===== config.mk =====
export PLATFORM = sky130hd
export DESIGN_NAME = irq_wrapper_regs
export DESIGN_NICKNAME = d
export VERILOG_FILES = /design/src/rtl/irq_regs_pkg.sv /design/src/rtl/irq_addr_decode.sv /design/src/rtl/irq_status_bank.sv /design/src/rtl/irq_enable_bank.sv /design/src/rtl/irq_read_mux.sv /design/src/rtl/irq_wrapper_regs.sv
export SDC_FILE = /design/constraint.sdc
export NUM_CORES = 1
export LEC_CHECK = 0
export BUFFER_PORTS_ARGS = -buffer_cell sky130_fd_sc_hd__buf_2
export CORE_ASPECT_RATIO = 1.1
export CORE_MARGIN = 1
export CORE_UTILIZATION = 44
export CTS_BUF_LIST = sky130_fd_sc_hd__clkbuf_8
export DETAILED_ROUTE_END_ITERATION = 12
export GPL_TIMING_DRIVEN = 0
export PLACE_DENSITY = 0.74
export SETUP_SLACK_MARGIN = 0.02
export SYNTH_ARGS = -nofsm -noshare
export SYNTH_HDL_FRONTEND = slang
export SYNTH_HIERARCHICAL = 1
export SYNTH_SLANG_ARGS = --single-unit

===== constraint.sdc =====
create_clock -name clk -period 1.4 [get_ports clk]
set_input_delay 0.14 -clock clk [delete_from_list [all_inputs] [get_ports clk]]
set_output_delay 0.14 -clock clk [all_outputs]
set_load 0.01 [all_outputs]

===== src/rtl/irq_regs_pkg.sv =====
package irq_regs_pkg;

  localparam int unsigned ADR_RAW  = 0;
  localparam int unsigned ADR_STAT = 1;
  localparam int unsigned ADR_ESET = 2;
  localparam int unsigned ADR_ECLR = 3;
  localparam int unsigned ADR_WAKE = 4;

  typedef struct packed {
    logic raw;
    logic stat;
    logic eset;
    logic eclr;
    logic wake;
  } reg_sel_t;

endpackage


===== src/rtl/irq_addr_decode.sv =====
module irq_addr_decode
  import irq_regs_pkg::*;
#(
  parameter int ADDR_W = 4
) (
  input  logic [ADDR_W-1:0] addr,
  output reg_sel_t          sel
);
  always_comb begin
    sel      = '0;
    sel.raw  = (addr == ADDR_W'(ADR_RAW));
    sel.stat = (addr == ADDR_W'(ADR_STAT));
    sel.eset = (addr == ADDR_W'(ADR_ESET));
    sel.eclr = (addr == ADDR_W'(ADR_ECLR));
    sel.wake = (addr == ADDR_W'(ADR_WAKE));
  end
endmodule


===== src/rtl/irq_status_bank.sv =====
module irq_status_bank #(
  parameter int NUM_SRC = 8
) (
  input  logic               clk,
  input  logic               rst,
  input  logic [NUM_SRC-1:0] evt,
  input  logic               ack_we,
  input  logic [NUM_SRC-1:0] ack_mask,
  output logic [NUM_SRC-1:0] stat_q
);
  for (genvar i = 0; i < NUM_SRC; i++) begin : g_bit
    logic clr_i;
    assign clr_i = ack_we & ack_mask[i];
    always_ff @(posedge clk) begin
      if (rst)
        stat_q[i] <= 1'b0;
      else if (evt[i])
        stat_q[i] <= 1'b1;
      else if (clr_i)
        stat_q[i] <= 1'b0;
    end
  end
endmodule


===== src/rtl/irq_enable_bank.sv =====
module irq_enable_bank #(
  parameter int NUM_SRC = 8
) (
  input  logic               clk,
  input  logic               rst,
  input  logic               set_we,
  input  logic               clr_we,
  input  logic               wake_we,
  input  logic [NUM_SRC-1:0] wmask,
  output logic [NUM_SRC-1:0] en_q,
  output logic [NUM_SRC-1:0] wake_q
);
  always_ff @(posedge clk) begin
    if (rst) begin
      en_q <= '0;
    end else if (set_we) begin
      en_q <= en_q | wmask;
    end else if (clr_we) begin
      en_q <= en_q & ~wmask;
    end
  end

  always_ff @(posedge clk) begin
    if (rst)
      wake_q <= '0;
    else if (wake_we)
      wake_q <= wmask;
  end
endmodule


===== src/rtl/irq_read_mux.sv =====
module irq_read_mux
  import irq_regs_pkg::*;
#(
  parameter int NUM_SRC = 8,
  parameter int DATA_W  = 32
) (
  input  logic               clk,
  input  logic               rst,
  input  logic               rd,
  input  reg_sel_t           sel,
  input  logic [NUM_SRC-1:0] stat_q,
  input  logic [NUM_SRC-1:0] en_q,
  input  logic [NUM_SRC-1:0] wake_q,
  output logic [DATA_W-1:0]  rdata,
  output logic               rvalid
);
  logic [NUM_SRC-1:0] pick;

  always_comb begin
    pick = '0;
    if (sel.raw)                pick = stat_q;
    if (sel.stat)               pick = stat_q & en_q;
    if (sel.eset || sel.eclr)   pick = en_q;
    if (sel.wake)               pick = wake_q;
  end

  always_ff @(posedge clk) begin
    if (rst) begin
      rdata  <= '0;
      rvalid <= 1'b0;
    end else begin
      rvalid <= rd;
      if (rd)
        rdata <= DATA_W'(pick);
    end
  end
endmodule


===== src/rtl/irq_wrapper_regs.sv =====
module irq_wrapper_regs
  import irq_regs_pkg::*;
#(
  parameter int NUM_SRC = 8,
  parameter int ADDR_W  = 4,
  parameter int DATA_W  = 32
) (
  input  logic               clk,
  input  logic               rst,
  input  logic               bus_wr,
  input  logic               bus_rd,
  input  logic [ADDR_W-1:0]  bus_addr,
  input  logic [DATA_W-1:0]  bus_wdata,
  output logic [DATA_W-1:0]  bus_rdata,
  output logic               bus_rvalid,
  input  logic [NUM_SRC-1:0] evt_pulse,
  output logic               irq_out
);
  reg_sel_t           sel;
  logic [NUM_SRC-1:0] wmask;
  logic [NUM_SRC-1:0] stat_q;
  logic [NUM_SRC-1:0] en_q;
  logic [NUM_SRC-1:0] wake_q;

  assign wmask = bus_wdata[NUM_SRC-1:0];

  if (DATA_W > NUM_SRC) begin : g_spare
    logic unused_hi;
    assign unused_hi = ^bus_wdata[DATA_W-1:NUM_SRC];
  end

  irq_addr_decode #(.ADDR_W(ADDR_W)) u_dec (
    .addr (bus_addr),
    .sel  (sel)
  );

  irq_status_bank #(.NUM_SRC(NUM_SRC)) u_stat (
    .clk      (clk),
    .rst      (rst),
    .evt      (evt_pulse),
    .ack_we   (bus_wr & sel.stat),
    .ack_mask (wmask),
    .stat_q   (stat_q)
  );

  irq_enable_bank #(.NUM_SRC(NUM_SRC)) u_en (
    .clk     (clk),
    .rst     (rst),
    .set_we  (bus_wr & sel.eset),
    .clr_we  (bus_wr & sel.eclr),
    .wake_we (bus_wr & sel.wake),
    .wmask   (wmask),
    .en_q    (en_q),
    .wake_q  (wake_q)
  );

  irq_read_mux #(.NUM_SRC(NUM_SRC), .DATA_W(DATA_W)) u_rd (
    .clk    (clk),
    .rst    (rst),
    .rd     (bus_rd),
    .sel    (sel),
    .stat_q (stat_q),
    .en_q   (en_q),
    .wake_q (wake_q),
    .rdata  (bus_rdata),
    .rvalid (bus_rvalid)
  );

  always_ff @(posedge clk) begin
    if (rst)
      irq_out <= 1'b0;
    else
      irq_out <= |(stat_q & en_q);
  end
endmodule


==> results.cfg, run 1 <==
[die]
core_area_mm2 = 0.00402
die_y_um = 70.5
die_width_um = 64.3
start_util = 0.466
pin_count = 82
die-area_mm2 = 0.00453
rows = 24

[critical_path]
crit_chain = buf_2 -> nor4b_4 -> buf_6 -> mux2_4 -> a311oi_2 -> o21ai_1
cpPeakStageDelay_ns = 0.31
critPathRequiredTime_ns = 1.57
crit_type = in -> reg
critPathTopFamily = compound AO/OA/AOI/OAI gates
startpoint_type = input port
cp_max_fo = 8
worst_setup_path_end_kind = flop
crit_slowest_cell = nor4b_4
worst_ep_arrival_time_ns = 1.50
cp.buffers_inverters = 2

[clock_tree]
clkSlewWorstSetupHoldPaths_ns = 0.07
clockBufferDepth = 2
cts_tree = built
root_buffer = clkbuf_8
cts.sink_count = 34
cts_buffers = 5
cts.htree.levels = 2
clk-insertion-delay-late_ns = 0.29

[synth]
ys_seq_area_frac = 0.363
syn_inst = 201
synth_area_leaders = dfxtp_1 36%, buf_4 10%, a311oi_2 6.4%
yosys.cell_count.top_type = dfxtp_1
ys.flop_type = dfxtp_1
synth_edf_count = 0
netlist.area_leader.share = 0.363
synth_seq_cells = 34
avgSynthCellArea_um2 = 9.34
synth_common_cells = 34 x dfxtp_1, 26 x buf_4, 17 x nor2_1, 16 x nand2_1, 9 x inv_1
syn-cell-area_mm2 = 0.00188
synth_top_area_cell = dfxtp_1
synth_cell_types = 29
ys_async_sr_fraction = 0
yosysWarnings = 6

[power_and_ir_drop]
p_seq_frac = 0.495
comb_power_share = 0.147
p_sw_uw = 537
vdd_drop_max_uv = 673
swShare = 0.260
power_density_mw_per_mm2 = 872
p_leak_nw = 1.03
power_frac_clock = 0.359
p_int_mw = 1.53

[finish]
layout-drive-gt1-share = 0.380
antenna_cells = 0
synthToLayoutAreaGrowth_pct = 26.0
fin_area_mm2 = 0.00236
fin_nets = 313

[global_routing]
grt_pass1_vias = 1354
grt_pass1_wl_um = 6690
antenna_found_initial = 0
grt_use_total = 0.199
grt_overflow = 0
grt_max_degree = 11

[routing]
vias = 1533
drtIter0Drc = 50
ant_nets = 0
drc_errors = 0
wl_per_cell_um = 13.6
wirelength_um = 4310
dr.pass1.iters = 4
vias_per_cell = 4.82

[place]
dpl.hpwl_um = 3000
place_area_mm2 = 0.00221
io_buffers = 33
place_congestion = 0.791

[sta]
clock.fmax_ghz = 0.751
period_needed_ns = 1.33
relSlewSlack = 0.568
grt_setup_unrepaired = no
hold_slack_ns = 0.0825
worstMarginPinSlew_ns = 0.646
post-route-period-util = 0.951
finalMaxSlewViolations = 0
hold_viol_final = 0
setup_violations = 0
clock_skew_ns = 0.00615

[worst_hold_path]
min_path_type = in -> reg

[run_status]
outcome = completed

[flow_run]
max_cap_viol_count = 0
stage by stage:
step | utilization | worst slack [ns] | TNS, ns | std cells | total power, mW
2_1_floorplan | - | 0.0531 | 0 | 224 | 1.23
3_3_place_gp | 0.550 | -0.441 | -3.57 | 309 | 1.32
3_5_place_dp | 0.550 | -0.399 | -3.42 | 309 | 1.33
4_1_cts | 0.574 | 0.0528 | 0 | 317 | 2.06
5_1_grt | 0.588 | 0.0211 | 0 | 318 | 2.15
6_report | 0.588 | 0.0681 | 0 | 318 | 2.06
logic make-up after synthesis:
kind of cell           synth area share
buffers and inverters             0.156
AOI/OAI and AO/OA                 0.263
muxes                             0.107
other                           0.00200
and+or+nand+nor                   0.110
DFF                               0.363
worst register-to-register path, stage by stage (launching register included):
cell and delay, ns:
dfxtp_1 0.34, mux2_4 0.26, a311oi_1 0.28, o21ai_1 0.11
per-layer routing:
metal	global-route usage	share of wire	up-vias
met5	0	0	-
met1	0.248	0.45	677
met3	0.0539	0.072	6
met2	0.333	0.47	61
met4	0.0593	0.013	0
li1	-	-	789
power by group through the flow:
stage          Sequential (mW)  Combinational [mW]  Clock [mW]
6_report                  1.02               0.303       0.739
5_1_grt                   1.02               0.329       0.794
4_1_cts                   1.02               0.289       0.750
3_5_place_dp              1.04               0.289           0
3_3_place_gp              1.04               0.285           0
2_1_floorplan             1.04               0.194           0
final timing paths:
| path | from | end | slack (ns) | cells past startpoint |
|---|---|---|---|---|
| worst min-delay path | rst | irq_out | 0.08 | 2 |
| worst max-delay path | bus_addr[2] | u_rd/rdata[1] | 0.07 | 6 |
| worst max register to register | flop | u_rd/rdata[2] | 0.30 | 3 |
| worst min register to register | u_rd/rdata[3] | u_rd/rdata[3] | 0.44 | 2 |
layout by cell type (no fill, tap or decap):
cell	synthesis	layout
buf_2	2	35
dfxtp_1	34	34
buf_4	26	28
conb_1	1	24
nor2_1	17	17
nand2_1	16	16
a311oi_2	8	13
inv_1	9	10
a21bo_1	8	8
mux2i_1	8	8
mux2_4	8	8
o21a_1	8	8
o21ai_0	8	8
o21ai_1	8	8
a21oi_1	7	7
clkbuf_8	0	6
and2_1	4	4
a22oi_1	4	4
buf_6	3	3
a311oi_1	8	3
clkbuf_2	1	2
a41oi_1	1	1
clkinv_2	0	1
nor4_4	0	1
nor4b_4	0	1
nor4b_2	0	1
and4bb_1	1	1
nor4b_1	3	1
buf_1	2	1
a21oi_2	1	1
nor2_2	1	1
nor2b_1	1	1
clkbuf_1	2	1
layout make-up:
| class | count | area, um^2 |
|---|---|---|
| multi-input cells | 145 | 1060 |
| inverters | 9 | 33.8 |
| plain buffers | 36 | 264 |
| repair buffers | 34 | 173 |
| fillers | 386 | 1660 |
| flip-flops and latches | 34 | 681 |
| clock inverters | 2 | 8.76 |
| clock buffers | 6 | 82.6 |
| well taps | 52 | 65.1 |
timing repair:
item	in CTS	in global routing
pin swaps	0	1
setup endpoints to repair	8	8
setup buffers	0	1
gates cloned	0	0
endpoints found under the hold margin	0	0
hold buffers	0	0
resized for setup	2	9
No activity file was read; power rests on OpenSTA's default activity.
==> run 2, diff against run 1 <==
GPL_ROUTABILITY_DRIVEN = 0   (was not set)
RECOVER_POWER = 25   (was not set)
==> results.cfg, run 2 (same netlist as run 1, synthesis figures left out) <==
[finish]
final_util = 0.585
fin_area_mm2 = 0.00235
layout_commonest_cell = dfxtp_1
antenna_cells = 0
layout_common_cells = 34 x dfxtp_1, 28 x buf_4, 25 x buf_2
layout-drive-gt1-share = 0.342
synthToLayoutAreaGrowth_pct = 25.3
finalNonFillerCells = 318
fin_nets = 313

[clock_tree]
cts_tree = built
cts.sink_count = 34
clockBufferDepth = 2
ctsHoldBuffers = 0
root_buffer = clkbuf_8
clkSlewWorstSetupHoldPaths_ns = 0.07
cts_buffers = 5
cts.htree.levels = 2
clk-insertion-delay-late_ns = 0.29

[die]
die-area_mm2 = 0.00453
die_width_um = 64.3
start_util = 0.466
core_area_mm2 = 0.00402
pin_count = 82
die_y_um = 70.5
rows = 24

[sta]
clock.fmax_ghz = 0.751
relSlewSlack = 0.568
clock_skew_ns = 0.00591
period_needed_ns = 1.33
setup_violations = 0
post-route-period-util = 0.951
worst_slack_ns = 0.0682
hold_viol_final = 0
finalMaxSlewViolations = 0
worstMarginPinSlew_ns = 0.646
grt_setup_unrepaired = no

[place]
place_area_mm2 = 0.00221
io_buffers = 33
dpl.hpwl_um = 3000
placed_cells = 309
place_ws_ns = -0.399

[critical_path]
cp_max_fo = 8
worst_ep_arrival_time_ns = 1.50
r2r_slack_ns = 0.30
worst_setup_path_end_kind = flop
critPathRequiredTime_ns = 1.57
startpoint_type = input port
crit_type = in -> reg

[routing]
vias = 1535
wl_per_cell_um = 13.6
dr.pass1.iters = 4
ant_nets = 0
wirelength_um = 4340
drtIter0Drc = 56
drc_errors = 0
vias_per_cell = 4.83

[worst_hold_path]
min_path_type = in -> reg

[flow_run]
max_cap_viol_count = 0

[run_status]
outcome = completed

[global_routing]
grt_pass1_vias = 1354
grt_pass1_wl_um = 6690
grt_use_total = 0.199
grt_overflow = 0
grt_max_degree = 11
antenna_found_initial = 0

[power_and_ir_drop]
p_leak_nw = 0.993
vdd_drop_max_uv = 674
power_density_mw_per_mm2 = 876
[run 2: cell types whose count changed in the layout (fill, tap and decap cells not counted), sizes merged]
| cell | delta |
|---|---|
| clkbuf | +10 |
| buf | -10 |
[run 2: repair_timing]
action | in CTS | in global routing
buffers inserted | 0 | 1
gates resized for setup | 2 | 9
setup endpoints to repair | 8 | 8
pin swaps | 0 | 1
[run 2: cell type report]
class | instances | area [um^2]
Fill cell | 395 | 1670
Multi-Input combinational cell | 145 | 1060
Sequential cell | 34 | 681
Buffer | 36 | 264
Timing Repair Buffer | 34 | 160
Clock buffer | 6 | 82.6
Tap cell | 52 | 65.1
Inverter | 9 | 33.8
Clock inverter | 2 | 8.76
[run 2: report_power, final]
part           internal, mW  leakage [nW]  total [mW]  switching [mW]
combinational         0.137         0.663       0.301           0.164
sequential            0.997         0.277        1.02          0.0234
clock                 0.389        0.0524       0.740           0.351
[run 2: critical path: stages]
cell,delay (ns)
buf_2,0.15
nor4b_4,0.31
buf_6,0.21
mux2_4,0.31
a311oi_2,0.28
o21ai_1,0.10
[run 2: layer usage]
layer | global-route usage | up-vias | part of all wire
li1 | - | 790 | -
met1 | 0.248 | 678 | 0.44
met2 | 0.333 | 61 | 0.47
met3 | 0.0539 | 6 | 0.073
met4 | 0.0593 | 0 | 0.013
met5 | 0 | - | 0
[run 2: final timing paths]
| check | endpoint | startpoint | depth (start not counted) |
|---|---|---|---|
| setup / recovery | u_rd/rdata[1] | bus_addr[2] | 6 |
| hold / removal | u_stat/stat_q[0] | bus_wdata[0] | 2 |
| setup reg to reg | u_rd/rdata[2] | flop | 3 |
| hold reg to reg | u_rd/rdata[3] | u_rd/rdata[3] | 2 |
[run 2: per-stage QoR]
step / power [mW] / TNS, ns / hold slack [ns]
after global routing: 2.14 / 0 / 0.106
after detailed placement: 1.33 / -3.42 / 0.384
after global placement: 1.32 / -3.57 / 0.395
final: 2.06 / 0 / 0.108
after CTS: 2.06 / 0 / 0.0729
after floorplan: 1.23 / 0 / 0.212
==> run 3, diff against run 2 <==
REMOVE_ABC_BUFFERS = 1   (was not set)
SETUP_SLACK_MARGIN = not set   (was 0.02)
==> results.cfg, run 3 (same netlist as run 1, synthesis figures left out) <==
[run_status]
outcome = completed

[clock_tree]
cts.htree.levels = 2
clkSlewWorstSetupHoldPaths_ns = 0.07
cts_buffers = 5
ctsHoldBuffers = 0
root_buffer = clkbuf_8
clockBufferDepth = 2
cts_tree = built
cts.sink_count = 34
clk-insertion-delay-late_ns = 0.28

[place]
placed_cells = 274
dpl.hpwl_um = 2750
io_buffers = 33

[finish]
final_util = 0.538
fillers = 372
layout_commonest_cell = dfxtp_1
synthToLayoutAreaGrowth_pct = 15.3
fin_nets = 283
layout-drive-gt1-share = 0.288
antenna_cells = 0
finalNonFillerCells = 288
layout_common_cells = 34 x dfxtp_1, 24 x buf_2, 24 x conb_1

[sta]
clock_skew_ns = 0.00862
setup_tns_ns = 0
post-route-period-util = 0.968
finalMaxSlewViolations = 0
hold_viol_final = 0
period_needed_ns = 1.36
worstMarginPinSlew_ns = 0.700
clock.fmax_ghz = 0.738
relSlewSlack = 0.531
setup_violations = 0

[global_routing]
grt_overflow = 0
grt_busiest_layer = met2
grt_pass1_wl_um = 6740
grt_use_met3 = 0.0539
use_met1 = 0.254
grt_pass1_vias = 1431
grt_use_met2 = 0.308
antenna_found_initial = 0
grt_use_total = 0.198
grt_max_degree = 28

[routing]
vias = 1512
vias_per_cell = 5.25
drc_errors = 0
drtIter0Drc = 136
wirelength_um = 4330
dr.pass1.iters = 4
wl_per_cell_um = 15.0
ant_nets = 0

[critical_path]
r2r_slack_ns = 0.32
r2r-end = u_rd/rdata[3]
critPathRequiredTime_ns = 1.58
crit_path_start = bus_addr[2]
cp_max_fo = 5
startpoint_type = input port
worst_ep_arrival_time_ns = 1.53
crit_type = in -> reg
worst_setup_path_end_kind = flop
ff2ff_path_depth = 3
worstSetupEndpoint = u_rd/rdata[5]

[power_and_ir_drop]
power_density_mw_per_mm2 = 925
totalPowerFinal_mw = 2.00
p_leak_nw = 0.854
vdd_drop_max_uv = 357

[die]
rows = 24
die_width_um = 64.3
die_y_um = 70.5
die-area_mm2 = 0.00453
start_util = 0.466
pin_count = 82
core_area_mm2 = 0.00402

[flow_run]
max_cap_viol_count = 0

[worst_hold_path]
min_path_type = in -> reg
run 3: cell count changes in the layout (fill, tap and decap cells not counted), sizes merged:
cell	previous run	this run
buf	57	31
clkbuf	19	15
run 3: worst max-delay path, cell delays in order:
cell and delay, ns:
buf_2 0.16, nor4b_4 0.35, buf_4 0.21, mux2_4 0.30, a311oi_1 0.27, o21ai_1 0.10
run 3: what timing repair did:
item	4_1_cts	5_1_grt
pin swaps	2	4
setup endpoints to repair	32	9
buffers inserted	6	0
resized for setup	6	8
run 3: worst min-delay path by stage:
stage,end,cells after the start,from
floorplan,flop,1,rst
global placement,u_stat/stat_q[0],2,bus_wdata[0]
detailed placement,u_stat/stat_q[0],2,bus_wdata[0]
CTS,u_stat/stat_q[7],2,bus_wdata[7]
global route,u_stat/stat_q[2],2,bus_wdata[2]
finish,u_stat/stat_q[0],2,bus_wdata[0]
run 3: final cells by class:
type                            count  area (um^2)  share of cell area
Sequential cell                    34          681               0.314
Clock buffer                        6         82.6              0.0382
Clock inverter                      2         8.76             0.00405
Multi-Input combinational cell    145         1080               0.501
Inverter                            9         33.8              0.0156
Tap cell                           52         65.1              0.0301
Timing Repair Buffer               40          210              0.0971
run 3: power breakdown:
group / internal [mW] / switching (mW)
combinational: 0.0935 / 0.157
sequential: 0.997 / 0.0244
clock: 0.389 / 0.341
total: 1.48 / 0.522
run 3: metal layers:
metal / vias up / routed length, um / part of all wire
li1: 728 / - / -
met1: 702 / 1830 / 0.42
met2: 66 / 2080 / 0.48
met3: 16 / 285 / 0.066
met4: 0 / 134 / 0.031
met5: - / 0 / 0
run 3: through the flow:
stage | instance area (um^2) | hold slack [ns] | worst slack, ns
final | 2160 | 0.109 | 0.0448
after global routing | 2160 | 0.114 | -0.00351
after CTS | 2130 | 0.107 | 0.0394
after detailed placement | 1960 | 0.413 | -0.763
after global placement | 1930 | 0.405 | -1.83
after floorplan | 1700 | 0.202 | -1.05
